## src/rtl/pot_exec.sv

```systemverilog
module pot_exec #(
  parameter int W = 10,
  parameter int BUSY_CYCLES = 250000,
  localparam int TAPS = 1 << W,
  localparam int CW = $clog2(BUSY_CYCLES + 1)
) (
  input  logic            clk,
  input  logic            rst_n,
  input  logic            cmd_valid,
  input  logic [7:0]      cmd_byte,
  input  logic            rw_bit,
  input  logic [7:0]      wr_hi,
  input  logic [7:0]      wr_lo,
  input  logic            stop,
  output logic            rd_valid,
  output logic [7:0]      rd_hi,
  output logic [7:0]      rd_lo,
  output logic [TAPS-1:0] tap_sel,
  output logic            busy
);

  logic [W-1:0] wcr;
  logic [W-1:0] dr [4];
  logic         nv_pend;
  logic [CW-1:0] cnt;

  wire [2:0]   op     = cmd_byte[7:5];
  wire [1:0]   ptr    = cmd_byte[3:2];
  wire         fmt_ok = ~|{cmd_byte[4], cmd_byte[1:0]};
  wire         go     = cmd_valid && !busy && fmt_ok;
  wire [W-1:0] word   = {wr_hi[W-9:0], wr_lo};
  wire [W-1:0] rsel   = (op == 3'b100) ? wcr : dr[ptr];
  wire [15:0]  rwide  = 16'(rsel);

  logic unused_hi;
  assign unused_hi = ^wr_hi[7:W-8];

  assign tap_sel = {{(TAPS-1){1'b0}}, 1'b1} << wcr;

  always_ff @(posedge clk) begin
    if (!rst_n) begin
      wcr      <= '0;
      for (int i = 0; i < 4; i++) dr[i] <= '0;
      nv_pend  <= 1'b0;
      busy     <= 1'b0;
      cnt      <= '0;
      rd_valid <= 1'b0;
      rd_hi    <= '0;
      rd_lo    <= '0;
    end else begin
      rd_valid <= 1'b0;
      if (busy) begin
        if (cnt == '0) busy <= 1'b0;
        else           cnt  <= cnt - 1'b1;
      end else if (stop && nv_pend) begin
        busy    <= 1'b1;
        cnt     <= CW'(BUSY_CYCLES - 1);
        nv_pend <= 1'b0;
      end
      if (go) begin
        case ({op, rw_bit})
          4'b1001, 4'b1011: begin
            rd_valid <= 1'b1;
            rd_hi    <= rwide[15:8];
            rd_lo    <= rwide[7:0];
          end
          4'b1010: wcr <= word;
          4'b1100: begin
            dr[ptr] <= word;
            nv_pend <= 1'b1;
          end
          4'b1101: wcr <= dr[ptr];
          4'b1110: begin
            dr[ptr] <= wcr;
            nv_pend <= 1'b1;
          end
          default: ;
        endcase
      end
    end
  end

endmodule

```

## config.mk

```make
export PLATFORM = sky130hd
export DESIGN_NAME = pot_exec
export DESIGN_NICKNAME = d
export VERILOG_FILES = /design/src/rtl/pot_exec.sv
export SDC_FILE = /design/constraint.sdc
export NUM_CORES = 1
export LEC_CHECK = 0
export BUFFER_PORTS_ARGS = -buffer_cell sky130_fd_sc_hd__clkbuf_2
export CORE_AREA = 8 8 410 412
export CTS_BUF_LIST = sky130_fd_sc_hd__clkbuf_2
export DETAILED_ROUTE_END_ITERATION = 8
export DIE_AREA = 0 0 418 420
export GPL_ROUTABILITY_DRIVEN = 0
export SETUP_SLACK_MARGIN = 0.4
export SLEW_MARGIN = 25
export SYNTH_ARGS = -nofsm -noshare
export SYNTH_HDL_FRONTEND = slang
export SYNTH_SLANG_ARGS = --single-unit
```

## constraint.sdc

```tcl
create_clock -name clk -period 2.2 [get_ports clk]
set_input_delay 0.22 -clock clk [delete_from_list [all_inputs] [get_ports clk]]
set_output_delay 0.22 -clock clk [all_outputs]
set_load 0.01 [all_outputs]
```

# [After elaboration in Yosys (flattened, before gate mapping)]
# Memory sizes are Yosys's and may differ from the RTL's.
# Index checks and enable logic that the tools add are counted.
[classes] reduce_logical=16 shift=1 n_bitwise=1 n_eq_ne=8 add_sub_neg=1 mux=26
[ops] cell="left shift 1 x 10 -> 1024 bit, first input constant" count=1
[ops] cell="two-way mux 18 bit" count=3
[ops] cell="two-way mux 10 bit" count=3
[ops] cell="equality test 4 bit, second input constant" count=6
[ops] cell="case mux 10 bit (2 select lines)" count=1
[ops] cell="logical NOT 18 bit" count=1
[ops] cell="two-way mux 1 bit" count=18
[ops] cell="subtractor 18 x 1 -> 18 bit, second input constant" count=1
[ops] cell="OR reduction 10 bit" count=1
[ops] cell="AND reduction 2 bit" count=4
[ops] cell="nonzero test 2 bit" count=2
[ops] cell="OR reduction 2 bit" count=2
[ops] cell="equality test 3 bit, second input constant" count=1
[ops] cell="logical AND 1 bit" count=3
[ops] cell="OR reduction 3 bit" count=1
[ops] cell="logical NOT 1 bit" count=2
[ops] cell="two-way mux 2 bit" count=1
[ops] cell="!= test 2 bit, second input constant" count=1
[ops] cell="OR 1 bit" count=1
[totals] wordCells=61 out_inout_bits=1042 reg_bits=41 inputBits=29 ramBits=40 mem_count=1
[memory_table] memory="dr" words=4 width=10 rd=1 rd_clocked_by_memory_dff=0 wr=4 line="23" rtl="logic [W-1:0] dr [4];"

# [Depth between registers and ports, before layout]
[logic_depth] word_depth=9 depth_mapped=8 depth_no_buf=7

# [Worst setup path after synthesis]
# Ideal clock, no wire load.
[synth_timing] path_kind="flip-flop to flip-flop" from="reg busy" to="mem dr[3][0], enable pin" arrival_time_ns=1.759 n_path_buf=1 t_required_ns=1.809 period_less_slack_ns=2.150 path_slack_ns=0.050 setup_ns=0.391 stages_incl_launch_ff=5 cell_sequence="dfxtp_1 buf_2 and4bb_1 nand4_1 o21ai_0"
[synth_lines] element="from (decl)" line="19" rtl="output logic busy"
[synth_lines] element="from (signal assigned)" line="45" rtl="busy <= 1'b0;"
[synth_lines] element="from (signal assigned)" line="53" rtl="if (cnt == '0) busy <= 1'b0;"
[synth_lines] element="from (signal assigned)" line="56" rtl="busy <= 1'b1;"
[synth_lines] element="to (decl)" line="23"

# [Worst setup path after layout]
[layout_timing] from="reg wcr[5]" to="out tap_sel[533]"
[layout_via] elab_chain_cells=1
[layout_rtl] element="from (decl)" line="22" rtl="logic [W-1:0] wcr;"
[layout_rtl] element="from (signal assigned)" line="67" rtl="4'b1010: wcr <= word;"
[layout_rtl] element="from (signal assigned)" line="72" rtl="4'b1101: wcr <= dr[ptr];"
[layout_rtl] element="left shift 1 x 10 -> 1024 bit" line="38" rtl="assign tap_sel = {{(TAPS-1){1'b0}}, 1'b1} << wcr;"
[layout_rtl] element="to (decl)" line="18" rtl="output logic [TAPS-1:0] tap_sel,"
# Every way passes these cells.

==> results.toml <==
[sta]
worst_slack_ns = -0.395
relSlewSlack_pct = 65.6
slew_viol_final = 0
hold_viol = 0
whs_ns = 0.105
clock_skew_ns = 0.0513
layout_worst_path_cycle_share_pct = 118
rsz0062_at_grt = "yes"
setup_viol = 1023
worst_slew_pin_slew_ns = 0.514
max_clock_freq_mhz = 385
period_minus_slack_ns = 2.60

[synth]
synth_area_leaders = "nor2_1 (46%), edfxtp_1 (13%), dfxtp_1 (9.2%), nand2_1 (6.3%), clkbuf_1 (5.4%)"
yosys_warnings = 0
synth_common_cells = "nor2_1 (1,107), nand2_1 (151), clkbuf_1 (129)"
yosys.area.top_type_share_pct = 46.4
synth-main-ff-cell = "dfxtp_1"
syn_avg_cell_area_um2 = 5.24
post_synth_instance_area_mm2 = 0.00896
yosys.cell_types.count = 57
synth-edff-count = 40
yosysMostFrequentCell = "nor2_1"
yosysSeqAreaShare_pct = 22.6
synth_top_cell_by_area = "nor2_1"
synth-seq-cells = 81
async_flop_share_pct = 0
syn_inst = 1711

[global_routing]
grt_util_all_layers_pct = 12.4
grt_pass1_wl_um = 149000
antenna_found_initial = 20
grt_max_degree = 33
grt_pass1_vias = 16429
grt_overflow = 0

[clock_network]
cts_tree = "done"
cts-buffers-inserted = 9
clkLatencyLatePin_ns = 0.58
htree_levels = 3
cts.sinks = 81
cts_root_buf = "clkbuf_2"
clk_pin_slew_ns = 0.27
cts_buffer_depth = 2

[power_and_ir_drop]
pwr-share-seq_pct = 52.4
comb_power_share_pct = 13.0
p_sw_share_pct = 26.6
peakVddDrop_mv = 0.273
p_total_mw = 3.05
p_sw_uw = 812
leakage_nw = 10.4
p_int_mw = 2.24
p_clk_share_pct = 34.5
power_density_mw_per_mm2 = 127

[cells_and_area]
multi_input_area_mm2 = 0.00815
layout.nets = 2986
syn_to_final_growth_pct = 168
fin_area_mm2 = 0.0240
nFillCells = 18494
ff_latch_area_mm2 = 0.00206
fin_util_pct = 14.8
drive_above_1_share_pct = 59.3

[route]
dr.pass1.iters = 6
wirelength_um = 130000
vias_per_cell = 3.56
wire_per_inst_um = 25.3
drt_iter0_markers = 2093
ant_nets = 0
met1_length_um = 47200
drc_errors = 0
vias = 18346
dr.max_layer_used = "met5"
dr_wl_met3_um = 12800
met2_wirelength_um = 67400

[setup_path]
worst_ep_arrival_time_ns = 2.38
crit_slowest_cell = "or4_4"
crit_chain = "buf_6 -> buf_4 -> or4_4 -> clkbuf_16 -> nor2_1 -> buf_2"
end_kind = "output pin"
crit_required_ns = 1.98
max_stage_delay_ns = 0.57
path_max_fanout = 8
critPathKind = "reg -> out"
startpoint_type = "register"
reg2reg_depth = 7

[run_status]
violations = "setup timing"
status = "complete, but fails checks"

[place]
io_buffers = 1058
dpl.hpwl_um = 94000
placed_cell_area_mm2 = 0.0189

[floorplan]
die_h_um = 420
ioPinCount = 1071
start_util_pct = 5.54
core-area_mm2 = 0.162
dieArea_mm2 = 0.176
die_w_um = 418
rows = 148

[run]
cap_violations = 0

[min_path]
min_delay_path_depth = 3
hp-class = "in -> reg"
## routing by layer
layer  track usage, %  vias to the layer above
met3             4.32                      216
met4             2.49                       10
li1                 -                     7809
met2             22.5                     1397
met5                0                        -
met1             14.0                     8914
## through the flow
step	setup slack [ns]	cells	setup TNS, ns
after floorplan	0.319	1716	0
after global placement	0.0886	5001	0
after detailed placement	0.0910	5001	0
after CTS	-0.372	5077	-256.67
after global routing	-0.504	5142	-369.51
final	-0.395	5147	-247.87
## logic make-up (layout without fill, tap and decap cells)
| family | count (synthesis) | count (layout) | share of synthesized area (%) |
|---|---|---|---|
| compound gates | 74 | 74 | 4.80 |
| xor+xnor | 7 | 7 | 0.684 |
| fa+ha+maj | 1 | 1 | 0.140 |
| buf+inv | 185 | 1430 | 8.21 |
| flops | 81 | 81 | 22.6 |
| mux | 21 | 21 | 3.74 |
| other cells | 1 | 17 | 0.0419 |
| simple gates | 1341 | 1341 | 59.8 |
## registers in the layout, summed over array words and instances (netlist names)
| name | flops |
|---|---|
| dr | 40 |
| cnt | 18 |
| wcr | 10 |
| rd_lo | 8 |
| rd_hi | 2 |
| busy | 1 |
| nv_pend | 1 |
| rd_valid | 1 |
## layout by cell type, fill, tap and decap left out, types with 5 or more instances in the layout
cell type	n
buf_6	167
edfxtp_1	40
a31oi_1	11
nand2_1	77
nand3_1	7
buf_2	84
nand2_8	22
diode_2	11
buf_12	97
dfxtp_1	29
nand2_2	25
nor2b_4	6
nand3_4	5
nor2_2	77
buf_4	138
nor2_4	119
conb_1	6
nand2_4	27
dfxtp_4	10
o21ai_0	17
nor2_1	911
mux4_2	10
mux2i_1	11
o22ai_1	10
nand3_2	6
a21oi_1	24
dlygate4sd3_1	10
clkbuf_16	18
buf_16	13
buf_8	18
clkbuf_2	868
## path summary, 6_finish.rpt
check	from	endpoint	slack [ns]
worst max-delay path	wcr[5]	tap_sel[533]	-0.40
worst min-delay path	stop	nv_pend	0.10
worst max register to register	cnt[1]	cnt[9]	0.14
worst min register to register	rd_lo[2]	rd_lo[2]	0.52
## critical path: cells and delay by family, from the launching register on
| family | cells | cell delay [ns] |
|---|---|---|
| buf+inv | 4 | 0.66 |
| flops | 1 | 0.44 |
| simple gates | 2 | 0.67 |
## cell type report
type,count,area share [%]
Antenna cell,11,0.115
Clock buffer,10,0.209
Clock inverter,6,0.480
Inverter,4,0.0730
Multi-Input combinational cell,1450,34.0
Sequential cell,81,8.59
Tap cell,2175,11.3
Timing Repair Buffer,1410,45.2
## timing repair
action,in CTS,in global routing
resized for setup,261,728
endpoints found under the setup margin,1097,1110
cloned,12,20
buffers inserted,38,39
pin swaps,15,93
hold buffers,10,0
endpoints found under the hold margin,10,0
## power by group through the flow
stage | Clock (mW) | Combinational [mW] | Sequential [mW]
floorplan | 0 | 0.165 | 1.64
global placement | 0 | 0.303 | 1.64
detailed placement | 0 | 0.308 | 1.64
CTS | 1.07 | 0.352 | 1.60
global route | 1.14 | 0.418 | 1.60
finish | 1.05 | 0.397 | 1.60
Note: power is estimated with default switching activity, not from simulation.
